--- src/rtl/spi_eng_pkg.sv ---
package spi_eng_pkg;

    typedef enum logic {
        ST_IDLE = 1'b0,
        ST_XFER = 1'b1
    } eng_state_e;

    localparam int FLG_IRQ = 0;
    localparam int FLG_OVR = 1;
    localparam int NFLAG   = 2;

    localparam int MIN_RELOAD = 2;

endpackage

--- src/rtl/spi_baud_gen.sv ---
module spi_baud_gen #(
    parameter int DIV_W = 16
) (
    input  logic             clk,
    input  logic             rst_n,
    input  logic             restart,
    input  logic             run,
    input  logic [DIV_W-1:0] reload,
    output logic             tick
);
    import spi_eng_pkg::*;

    typedef struct packed {
        logic [DIV_W-1:0] cnt;
        logic [DIV_W-1:0] rl;
    } baud_s;

    baud_s st_d, st_q;
    logic [DIV_W-1:0] eff_d;

    always_comb begin
        st_d  = st_q;
        eff_d = (reload < DIV_W'(MIN_RELOAD)) ? DIV_W'(MIN_RELOAD) : reload;
        tick  = 1'b0;
        if (restart) begin
            st_d.rl  = eff_d;
            st_d.cnt = eff_d - DIV_W'(1);
        end else if (run) begin
            if (st_q.cnt == '0) begin
                tick     = 1'b1;
                st_d.cnt = st_q.rl - DIV_W'(1);
            end else begin
                st_d.cnt = st_q.cnt - DIV_W'(1);
            end
        end
    end

    always_ff @(posedge clk or negedge rst_n) begin
        if (!rst_n) begin
            st_q <= '{cnt: '0, rl: DIV_W'(MIN_RELOAD)};
        end else begin
            st_q <= st_d;
        end
    end

endmodule

--- src/rtl/spi_shift_core.sv ---
module spi_shift_core #(
    parameter int DATA_W = 16,
    parameter int LEN_W  = $clog2(DATA_W)
) (
    input  logic              clk,
    input  logic              rst_n,
    input  logic              start,
    input  logic [DATA_W-1:0] tx_word,
    input  logic [LEN_W-1:0]  cfg_len,
    input  logic              cfg_cpol,
    input  logic              cfg_cpha,
    input  logic              cfg_msb_just,
    input  logic              miso,
    input  logic              tick,
    output logic              accept,
    output logic              reject,
    output logic              finish,
    output logic              busy,
    output logic              done,
    output logic              sclk,
    output logic              mosi,
    output logic              ss_n,
    output logic [DATA_W-1:0] rx_word
);
    import spi_eng_pkg::*;

    localparam int CNT_W  = $clog2(DATA_W + 1);
    localparam int EDGE_W = CNT_W + 1;

    typedef struct packed {
        eng_state_e         state;
        logic               cpol;
        logic               cpha;
        logic [CNT_W-1:0]   nbits;
        logic [EDGE_W-1:0]  edge_n;
        logic [DATA_W-1:0]  sh;
        logic [DATA_W-1:0]  rx;
        logic [DATA_W-1:0]  rxo;
        logic               sclk;
        logic               ss_n;
        logic               done;
    } core_s;

    core_s st_d, st_q;
    logic [CNT_W-1:0] n_new;
    logic             lead;
    logic             do_sample;
    logic             do_shift;
    logic             last_tick;

    always_comb begin
        st_d      = st_q;
        st_d.done = 1'b0;
        n_new     = (cfg_len == '0) ? CNT_W'(DATA_W) : CNT_W'(cfg_len);
        accept    = start && (st_q.state == ST_IDLE);
        reject    = start && (st_q.state == ST_XFER);
        finish    = 1'b0;
        lead      = ~st_q.edge_n[0];
        last_tick = (st_q.edge_n == {st_q.nbits, 1'b0});
        do_sample = 1'b0;
        do_shift  = 1'b0;

        case (st_q.state)
            ST_IDLE: begin
                st_d.sclk = cfg_cpol;
                st_d.ss_n = 1'b1;
                if (accept) begin
                    st_d.state  = ST_XFER;
                    st_d.ss_n   = 1'b0;
                    st_d.cpol   = cfg_cpol;
                    st_d.cpha   = cfg_cpha;
                    st_d.nbits  = n_new;
                    st_d.edge_n = '0;
                    st_d.rx     = '0;
                    st_d.sh     = cfg_msb_just ? tx_word
                                               : (tx_word << (DATA_W - int'(n_new)));
                end
            end
            default: begin
                if (tick) begin
                    if (last_tick) begin
                        finish     = 1'b1;
                        st_d.state = ST_IDLE;
                        st_d.ss_n  = 1'b1;
                        st_d.done  = 1'b1;
                        st_d.rxo   = st_q.rx;
                        st_d.sclk  = st_q.cpol;
                    end else begin
                        st_d.sclk   = ~st_q.sclk;
                        st_d.edge_n = st_q.edge_n + EDGE_W'(1);
                        do_sample   = (lead != st_q.cpha);
                        do_shift    = st_q.cpha ? (lead && (st_q.edge_n != '0))
                                                : ~lead;
                        if (do_sample) begin
                            st_d.rx = {st_q.rx[DATA_W-2:0], miso};
                        end
                        if (do_shift) begin
                            st_d.sh = {st_q.sh[DATA_W-2:0], 1'b0};
                        end
                    end
                end
            end
        endcase
    end

    always_ff @(posedge clk or negedge rst_n) begin
        if (!rst_n) begin
            st_q <= '{state: ST_IDLE, cpol: 1'b0, cpha: 1'b0, nbits: '0,
                      edge_n: '0, sh: '0, rx: '0, rxo: '0, sclk: 1'b0,
                      ss_n: 1'b1, done: 1'b0};
        end else begin
            st_q <= st_d;
        end
    end

    assign busy    = (st_q.state == ST_XFER);
    assign done    = st_q.done;
    assign sclk    = st_q.sclk;
    assign ss_n    = st_q.ss_n;
    assign mosi    = busy ? st_q.sh[DATA_W-1] : 1'b0;
    assign rx_word = st_q.rxo;

endmodule

--- src/rtl/spi_status_flags.sv ---
module spi_status_flags #(
    parameter int NF = 2
) (
    input  logic          clk,
    input  logic          rst_n,
    input  logic [NF-1:0] set,
    input  logic [NF-1:0] clr,
    output logic [NF-1:0] flags
);
    logic [NF-1:0] flg_d, flg_q;

    generate
        for (genvar i = 0; i < NF; i++) begin : g_flag
            always_comb begin
                flg_d[i] = set[i] | (flg_q[i] & ~clr[i]);
            end
        end
    endgenerate

    always_ff @(posedge clk or negedge rst_n) begin
        if (!rst_n) begin
            flg_q <= '0;
        end else begin
            flg_q <= flg_d;
        end
    end

    assign flags = flg_q;

endmodule

--- src/rtl/spi_char_engine.sv ---
module spi_char_engine #(
    parameter int DATA_W = 16,
    parameter int DIV_W  = 16,
    parameter int LEN_W  = $clog2(DATA_W)
) (
    input  logic              clk,
    input  logic              rst_n,
    input  logic [LEN_W-1:0]  cfg_len,
    input  logic              cfg_cpol,
    input  logic              cfg_cpha,
    input  logic              cfg_msb_just,
    input  logic [DIV_W-1:0]  cfg_reload,
    input  logic              cfg_irq_en,
    input  logic              start,
    input  logic [DATA_W-1:0] tx_word,
    input  logic [1:0]        flag_clr,
    input  logic              miso,
    output logic [DATA_W-1:0] rx_word,
    output logic              done,
    output logic              busy,
    output logic              irq_pend,
    output logic              ovr_flag,
    output logic              sclk,
    output logic              mosi,
    output logic              ss_n
);
    import spi_eng_pkg::*;

    logic             accept;
    logic             reject;
    logic             finish;
    logic             tick;
    logic [NFLAG-1:0] flag_set;
    logic [NFLAG-1:0] flag_vec;

    spi_baud_gen #(.DIV_W(DIV_W)) u_baud (
        .clk     (clk),
        .rst_n   (rst_n),
        .restart (accept),
        .run     (busy),
        .reload  (cfg_reload),
        .tick    (tick)
    );

    spi_shift_core #(.DATA_W(DATA_W), .LEN_W(LEN_W)) u_core (
        .clk          (clk),
        .rst_n        (rst_n),
        .start        (start),
        .tx_word      (tx_word),
        .cfg_len      (cfg_len),
        .cfg_cpol     (cfg_cpol),
        .cfg_cpha     (cfg_cpha),
        .cfg_msb_just (cfg_msb_just),
        .miso         (miso),
        .tick         (tick),
        .accept       (accept),
        .reject       (reject),
        .finish       (finish),
        .busy         (busy),
        .done         (done),
        .sclk         (sclk),
        .mosi         (mosi),
        .ss_n         (ss_n),
        .rx_word      (rx_word)
    );

    always_comb begin
        flag_set          = '0;
        flag_set[FLG_IRQ] = finish & cfg_irq_en;
        flag_set[FLG_OVR] = reject;
    end

    spi_status_flags #(.NF(NFLAG)) u_flags (
        .clk   (clk),
        .rst_n (rst_n),
        .set   (flag_set),
        .clr   (flag_clr),
        .flags (flag_vec)
    );

    assign irq_pend = flag_vec[FLG_IRQ];
    assign ovr_flag = flag_vec[FLG_OVR];

endmodule

--- config.mk ---
export PLATFORM = sky130hd
export DESIGN_NAME = spi_char_engine
export DESIGN_NICKNAME = d
export VERILOG_FILES = /design/src/rtl/spi_eng_pkg.sv /design/src/rtl/spi_baud_gen.sv /design/src/rtl/spi_shift_core.sv /design/src/rtl/spi_status_flags.sv /design/src/rtl/spi_char_engine.sv
export SDC_FILE = /design/constraint.sdc
export NUM_CORES = 1
export LEC_CHECK = 0
export ABC_CLOCK_PERIOD_IN_PS = 2600
export BUFFER_PORTS_ARGS = -buffer_cell sky130_fd_sc_hd__buf_2
export CORE_MARGIN = 1.5
export CORE_UTILIZATION = 59
export DETAILED_ROUTE_END_ITERATION = 10
export GPL_TIMING_DRIVEN = 0
export PLACE_DENSITY_LB_ADDON = 0.12
export SLEW_MARGIN = 20
export SYNTH_ARGS = -nofsm -noshare
export SYNTH_HDL_FRONTEND = slang
export SYNTH_SLANG_ARGS = --single-unit
--- constraint.sdc ---
create_clock -name clk -period 2.6 [get_ports clk]
set_input_delay 0.13 -clock clk [delete_from_list [all_inputs] [get_ports clk]]
set_output_delay 0.13 -clock clk [all_outputs]
set_load 0.03 [all_outputs]
Yosys cells after proc, flatten, opt, wreduce, memory -nomap -nowiden
Cells that the tools add are included.
{ "classes": {"n_addsub": 5, "magnitude_cmp": 1, "eq_ne": 7, "shift": 1, "muxes": 29, "n_bitwise": 10, "n_reduce_logical": 13} }
{ "op_table": {"columns": ["op", "count"], "rows": [
  ["$mux 16", 8],
  ["$mux 38", 2],
  ["$mux 57", 1],
  ["$sub 16x1->16 const B", 3],
  ["$mux 46", 1],
  ["$shl 16x32->16", 1],
  ["$logic_not 16->1", 1],
  ["$lt 16x2->1 const B", 1],
  ["$mux 1", 14],
  ["$ne 2x2->1 const B", 5],
  ["$reduce_and 4->1", 2],
  ["$add 6x1->6 const B", 1],
  ["$eq 6x6->1", 1],
  ["$reduce_and 3->1", 2],
  ["$reduce_bool 6->1", 1],
  ["$sub 5x5->6 const A", 1],
  ["$mux 5", 1],
  ["$not 1->1", 5],
  ["$logic_not 4->1", 1],
  ["$mux 2", 2],
  ["$reduce_and 2->1", 2],
  ["$and 1x1->1", 3],
  ["$logic_and 1x1->1", 3],
  ["$or 1x1->1", 2],
  ["other kinds (2)", 2]
]} }
{ "totals": {"reg_bits": 99, "in_bits": 46, "out_inout_bits": 23, "word_cells": 80} }

Logic depth before layout (Yosys ltp)
Gate-level depths: netlist of run 1.
{ "logic_depth": {"word_depth": 8, "ltp_mapped": 11, "mapped_depth_nobuf": 9} }

Modules after synthesis
Synthesis of run 1 repeated with hierarchy kept, for this count alone.
{ "unflattened": {"hier_cells": 676, "area_unflattened_um2": 6125.9} }
{ "by_module_without_submodules": {"columns": ["mod", "instances", "cells_per_inst", "area_each_um2", "seq_area_each_um2"], "rows": [
  ["spi_shift_core", 1, 435, 4065.1, 1627.8],
  ["spi_baud_gen", 1, 234, 1981.9, 802.0],
  ["spi_status_flags", 1, 6, 72.6, 50.0],
  ["spi_char_engine", 1, 1, 6.3, 0.0]
]} }

Worst setup path after synthesis of run 1
OpenSTA, ideal clock, no wires.
{ "synth_timing": {"kind": "reg-to-reg", "from": "reg u_core.st_q, in the netlist u_core.busy", "to": "reg u_baud.st_q[31] in the netlist's numbering", "setup_ps": 82, "t_arrival_ps": 2320, "t_required_ps": 2518, "setup_slack_ps": 198, "stages_incl_launch_ff": 10, "path_buffers": 2, "synth_period_minus_slack_ps": 2402, "cell_sequence": "dfrtp_1 buf_4 nor2b_2 buf_2 nand2_1 o211ai_2 nor4_4 or3b_1 or4_1 a31oi_1"} }
{ "synth_between": {"elab_chain_cells": 3, "elab_cells_between_ends": 4, "classes_between": "1 x mux; 1 x bitwise; 2 x reduce/logical"} }
{ "synth_lines": {"columns": ["item", "line", "source"], "rows": [
  ["from (decl)", "spi_shift_core.sv:44", "core_s st_d, st_q;"],
  ["from (signal assigned)", "spi_shift_core.sv:108", "st_q <= '{state: ST_IDLE, cpol: 1'b0, cpha: 1'b0, nbits: '0,"],
  ["from (signal assigned)", "spi_shift_core.sv:112", "st_q <= st_d;"],
  ["$not 1->1 (no line)", null, null],
  ["$logic_and 1x1->1", "spi_shift_core.sv:55", "accept = start && (st_q.state == ST_IDLE);"],
  ["$mux 16 / $reduce_bool 2->1 (equally long branches)", null, null],
  ["to (signal assigned)", "spi_baud_gen.sv:40", "st_q <= '{cnt: '0, rl: DIV_W'(MIN_RELOAD)};"],
  ["to (signal assigned)", "spi_baud_gen.sv:42", "st_q <= st_d;"],
  ["to (decl)", "spi_baud_gen.sv:18", "baud_s st_d, st_q;"]
]} }
Several ways; a longest one is shown, not always the timed one.
A chain may end at the register's enable or synchronous reset.

Worst setup path after layout of run 1
Ends and elaborated chain as after synthesis.

==> impl_metrics.toml, run 1 <==
[setup_path]
critical_path_required_ns = 2.91
critPathLaunchType = "flop"
critPathCaptureType = "flop"
r2r-end = "u_baud.st_q[31]$_DFFE_PN0P_"
worst-setup-path-type = "flop to flop"
critical_path.endpoint = "u_baud.st_q[31]$_DFFE_PN0P_"
reg2regPathDepth = 9
r2r_setup_slack_ns = 0.12
critical_path.max_fanout = 10
critPathLaunch = "u_core.busy$_DFF_PN0_"
worst_ep_arrival_time_ns = 2.79
r2r-start = "u_core.busy$_DFF_PN0_"

[power]
worst_ir_drop_vdd_uv = 345
power.total_mw = 4.03
leakagePower_nw = 3.14
p_per_area_nw_per_um2 = 599

[timing]
skew_ns = 0.0171
rsz0062_at_grt = "yes"
maxSlewViolCount = 0
finalSetupViolCount = 0
period_needed_ns = 2.48
whs_ns = 0.00335
setup_slack_ns = 0.118
slew_headroom_pct = 52.3
hold_viol_final = 0
period_share_pct = 95.5
fin_setup_tns_ns = 0
fmax_ghz = 0.403
tightest_slew_ns = 0.711

[die]
die_h_um = 102
die_w_um = 102
rows = 35
io_pins = 69
core_sq_um = 9330
start_util_pct = 61.6
die_area_sq_um = 10300

[placement]
dp_worst_setup_slack_ns = -0.133
placedCellCount = 842
dpl.hpwl_um = 10400
io_buffers = 66
place.gp.congestion = 0.950

[route]
vias_per_cell = 5.80
drc = 0
firstDrtPassIters = 5
drt_wl_total_um = 14400
vias = 5066
drtIter0Drc = 305
ant_nets = 0
routedWlPerCell_um = 16.4

[synth]
syn_nets = 697
ys_types = 66
avgSynthCellArea_sq_um = 8.89
synth_ff_type = "dfrtp_1"
async_flop_share_pct = 100
syn_inst = 646
synth-seq-cells = 99
synth_edf_count = 0
yosysSeqAreaShare_pct = 43.2
syn_area_sq_um = 5740
synth_warnings = 0

[finish]
drive_gt1_share_pct = 22.3
area_growth_pct = 17.1
diodes = 0
instances_no_fill = 874
fin_nets = 792

[clock_tree]
cts_root_buf = "clkbuf_8"
clk_latency_ns = 0.38
clk_path_buf_depth = 2
htreeDepth = 3
cts_buffers = 9
cts.sinks = 99
tritoncts = "done"
cts.clk_slew.worst_paths_ns = 0.11

[status]
outcome = "finished, final reports clean"

[grt]
grt_pass1_vias = 4906
grt_usage_pct = 29.3
grt_max_degree = 73
antenna_found_initial = 0
grt_first_pass_wirelength_um = 23700
globalRouteOverflowTotal = 0

[job]
maxCapViolations = 0

[hold_path]
hold_class = "primary input to flop"
==> routing by layer <==
metal | vias to the layer above | share of wire [%] | global-route usage [%] | wire, um
met4 | 0 | 1.7 | 9.83 | 241
met2 | 184 | 48 | 47.4 | 6940
met5 | - | 0 | 0 | 0
met1 | 2444 | 44 | 40.8 | 6330
met3 | 18 | 5.9 | 4.21 | 844
li1 | 2420 | - | - | -
==> cells by family after synthesis <==
group	count (synthesis)	synth area share [%]
AO/OA/AOI/OAI	138	16.0
AND/OR/NAND/NOR	284	22.3
multiplexers	33	7.75
XOR/XNOR	22	3.35
buffers and inverters	65	6.34
adder cells (fa/ha/maj)	5	1.09
flip-flops	99	43.2
==> timing repair <==
action | in CTS | in global routing
setup buffers | 0 | 3
endpoints found under the setup margin | 53 | 70
gates resized for setup | 4 | 29
hold endpoints to repair | 76 | 0
hold buffers | 14 | 0
pin swaps | 0 | 9
==> how the worst min path moves through the flow <==
stage                               from  slack (ns)                            end  depth (start not counted)
after floorplan                    rst_n       -0.17     u_baud.st_q[0]$_DFFE_PN0P_                          0
after global placement       flag_clr[0]        0.32     u_flags.flags[0]$_DFF_PN0_                          2
after detailed placement           rst_n        0.02  u_core.rx_word[5]$_DFFE_PN0P_                          1
after CTS                  cfg_reload[4]       0.001     u_baud.st_q[4]$_DFFE_PN0P_                          3
after global routing      cfg_reload[15]        0.01    u_baud.st_q[15]$_DFFE_PN0P_                          3
final                      cfg_reload[4]       0.003     u_baud.st_q[4]$_DFFE_PN0P_                          3
==> cell type report <==
cell class / count / area, sq um
well taps: 129 / 161
clock buffers: 9 / 124
flip-flops and latches: 99 / 2480
clock inverters: 6 / 61.3
inverters: 10 / 40.0
repair buffers: 84 / 527
plain buffers: 55 / 352
multi-input cells: 482 / 2980
fillers: 757 / 2600
==> worst max-delay path, stage by stage, from the launching register on <==
cell and delay (ns):
dfrtp_1 0.43, nand2b_4 0.15, buf_6 0.13, buf_6 0.14, nand2_2 0.07, o211ai_1 0.17
nor4_4 0.30, or3b_4 0.44, or4_1 0.41, a31oi_1 0.17
==> where the power goes <==
part	leakage [nW]	total [mW]	switching, mW	internal, mW
Clock	0.0906	0.957	0.592	0.365
Combinational	1.83	1.09	0.604	0.488
Sequential	1.22	1.98	0.220	1.76
==> sequential cells by signal (all words and copies together) (netlist names) <==
name            count
u_core.st_q        45
u_baud.st_q        32
u_core.rx_word     16
u_flags.flags       2
u_core.busy         1
u_core.done         1
u_core.sclk         1
u_core.ss_n         1
==> metrics by stage <==
stage               cell area (sq um)  util [%]
floorplan                        5740         -
global placement                 6240      66.9
detailed placement               6270      67.2
CTS                              6620      70.9
global route                     6730      72.1
finish                           6730      72.1
==> cells in the mapped netlist, types with 5 or more instances <==
cell type	instances	share of area (%)
xnor2_1	8	1.2
nand3_1	10	0.87
ha_1	5	1.1
mux2i_1	22	3.8
nor2_1	32	2.1
buf_2	9	0.78
o211ai_1	9	1.2
buf_6	6	1.2
mux4_2	9	3.5
dfrtp_1	97	42
clkbuf_1	22	1.4
xor2_1	14	2.1
nor4_1	9	0.98
a22oi_1	11	1.4
nor3_1	5	0.44
o21a_1	6	0.78
and2_1	7	0.76
inv_1	9	0.59
nand2_1	185	12
buf_4	17	2.2
o21ai_0	46	4.0
nand4_1	7	0.76
a21oi_1	26	2.3
==> cell usage in the layout, fill, tap and decap left out, types with 3 or more instances in the layout <==
master,n
o211ai_2,3
ha_1,4
nand2b_1,3
o31ai_1,4
or3_1,3
mux2i_1,22
a222oi_1,4
a31oi_1,4
and2_1,7
nand2_2,3
dlygate4sd3_1,14
inv_1,9
clkbuf_8,9
o22a_1,4
mux4_2,9
nand3b_1,3
clkbuf_4,3
clkbuf_1,16
nor2_1,32
buf_6,9
o21a_1,6
nand2_1,183
a22oi_1,11
nand4_1,7
xnor2_1,8
nor4_4,4
nor4_1,5
buf_4,19
a211oi_1,4
nor3_1,5
o21ai_0,46
o211ai_1,9
nand3_1,10
clkbuf_2,6
dfrtp_1,97
a21oi_1,25
buf_2,70
xor2_1,14
No activity file was read; power rests on OpenSTA's default activity.
==> run 2, diff against run 1 <==
--- a/config.mk
+++ b/config.mk
@@ -8,7 +8,8 @@
 export ABC_CLOCK_PERIOD_IN_PS = 2600
 export BUFFER_PORTS_ARGS = -buffer_cell sky130_fd_sc_hd__buf_2
 export CORE_MARGIN = 1.5
-export CORE_UTILIZATION = 59
+export CORE_UTILIZATION = 61
+export CTS_BUF_LIST = sky130_fd_sc_hd__clkbuf_8
 export DETAILED_ROUTE_END_ITERATION = 10
 export GPL_TIMING_DRIVEN = 0
 export PLACE_DENSITY_LB_ADDON = 0.12
==> run 2 against run 1 <==
Die area decreased by 3.2%. Non-clock buffer count decreased by 4. Critical path depth decreased by 2. Combinational power about the same. Register-to-register slack got worse by 0.05 ns. Largest power group unchanged.
==> impl_metrics.toml, run 2 (synthesized netlist as in run 1, its figures left out) <==
[finish]
diodes = 0
mostFrequentLayoutCells = "nand2_1 (185), dfrtp_1 (97), buf_2 (68), o21ai_0 (46), nor2_1 (32)"
largest_reg_flops = 45
layout_commonest_cell = "nand2_1"
area_growth_pct = 16.0
n_fill_cell = 723
top_register = "u_core.st_q"
instances_no_fill = 853
fin_nets = 788
drive_gt1_share_pct = 22.1

[route]
ant_nets = 0
routedWlPerCell_um = 16.5
drtIter0Drc = 363
drc = 0
vias_per_cell = 5.96
firstDrtPassIters = 5
drt_wl_total_um = 14100
vias = 5081

[power]
p_per_area_nw_per_um2 = 607
worst_ir_drop_vdd_uv = 305
leakagePower_nw = 3.12
power.total_mw = 4.05

[timing]
period_share_pct = 97.6
skew_ns = 0.0154
whs_ns = 0.00395
rsz0062_at_grt = "yes"
fin_setup_tns_ns = 0
finalSetupViolCount = 0
hold_viol_final = 0
maxSlewViolCount = 0
fmax_ghz = 0.394
slew_headroom_pct = 52.3
tightest_slew_ns = 0.710
setup_slack_ns = 0.0635
period_needed_ns = 2.54

[placement]
dpl.hpwl_um = 10400
dp_worst_setup_slack_ns = -0.164
place.gp.congestion = 0.966
io_buffers = 66
placedCellCount = 824

[grt]
grt_first_pass_wirelength_um = 23200
antenna_found_initial = 0
globalRouteOverflowTotal = 0
grt_max_degree = 54
grt_pass1_vias = 4865
grt_usage_pct = 29.0

[clock_tree]
clk_latency_ns = 0.37
clk_path_buf_depth = 2
cts_buffers = 9
htreeDepth = 3
cts_root_buf = "clkbuf_8"
cts.clk_slew.worst_paths_ns = 0.10
tritoncts = "done"
cts.sinks = 99

[die]
start_util_pct = 62.5
core_sq_um = 9200
io_pins = 69
die_w_um = 100
rows = 35
die_area_sq_um = 10000
die_h_um = 100

[setup_path]
path_buf_inv = 0
slowest_delay_ns = 0.46
worst_ep_arrival_time_ns = 2.82
cp_top_family = "simple AND/OR/NAND/NOR gates"
critPathLaunch = "u_baud.st_q[16]$_DFFE_PN0P_"
critPathLaunchType = "flop"
critical_path.max_fanout = 10
r2r-start = "u_baud.st_q[16]$_DFFE_PN0P_"
worst-setup-path-type = "flop to flop"
critical_path.most_common_cell = "nor4_4"
critical_path_required_ns = 2.88
critPathCaptureType = "flop"
worstPathCellList = "nor4_4 -> nand4_2 -> o211ai_2 -> nor4_4 -> or3b_4 -> or4_1 -> a31oi_1"
cp_slowest_cell = "dfrtp_1"

[hold_path]
hold_class = "primary input to flop"
min-delay-start = "cfg_reload[15]"

[job]
maxCapViolations = 0

[status]
outcome = "finished, final reports clean"
run 2: changes by cell type in the layout (fill, tap and decap cells not counted), sizes merged:
cell	previous run	this run
inv	12	14
clkinvlp	1	2
dlygate4sd3	14	9
buf	100	101
clkinv	3	1
run 2: worst paths after layout:
path / end / slack (ns) / cells after the start
setup / recovery: u_baud.st_q[31]$_DFFE_PN0P_ / 0.06 / 7
hold / removal: u_baud.st_q[15]$_DFFE_PN0P_ / 0.004 / 3
setup reg to reg: u_baud.st_q[31]$_DFFE_PN0P_ / 0.06 / 7
hold reg to reg: u_baud.st_q[10]$_DFFE_PN0P_ / 0.48 / 2
max in group asynchronous: u_baud.st_q[1]$_DFFE_PN1P_ / 1.69 / 3
min in group asynchronous: u_core.rx_word[2]$_DFFE_PN0P_ / 0.25 / 2
run 2: metrics by stage:
stage,cell area (sq um),util [%]
floorplan,5740,-
global placement,6210,67.6
detailed placement,6250,67.9
CTS,6580,71.5
global route,6660,72.5
finish,6660,72.5
run 2: layout make-up:
cell class | instances | area [sq um] | area share, %
Buffer | 55 | 357 | 5.35
Inverter | 10 | 40.0 | 0.601
Clock buffer | 9 | 124 | 1.86
Timing Repair Buffer | 80 | 484 | 7.27
Multi-Input combinational cell | 482 | 2980 | 44.7
Clock inverter | 7 | 63.8 | 0.958
Tap cell | 111 | 139 | 2.08
Sequential cell | 99 | 2480 | 37.2
run 2: timing repair:
item / in CTS / in global routing
endpoints found under the hold margin: 52 / 0
hold buffers: 9 / 0
setup buffers: 0 / 4
resized for setup: 9 / 25
setup endpoints to repair: 55 / 49
pin swaps: 0 / 5
run 2: power by group:
part | switching (mW) | internal (mW)
clock network | 0.574 | 0.366
logic | 0.605 | 0.508
registers | 0.230 | 1.76
total | 1.41 | 2.64
run 2: per-layer routing:
metal  track usage (%)  share of wire [%]  up-vias
met5                 0                  0        -
met4              10.1                1.9        0
met3              4.81                4.9       29
met2              46.8                 48      173
met1              40.1                 45     2467
li1                  -                  -     2412
run 2: worst register-to-register path, stage by stage (launching register included):
cell,delay (ns)
dfrtp_1,0.46
nor4_4,0.07
nand4_2,0.29
o211ai_2,0.24
nor4_4,0.36
or3b_4,0.45
or4_1,0.40
a31oi_1,0.18
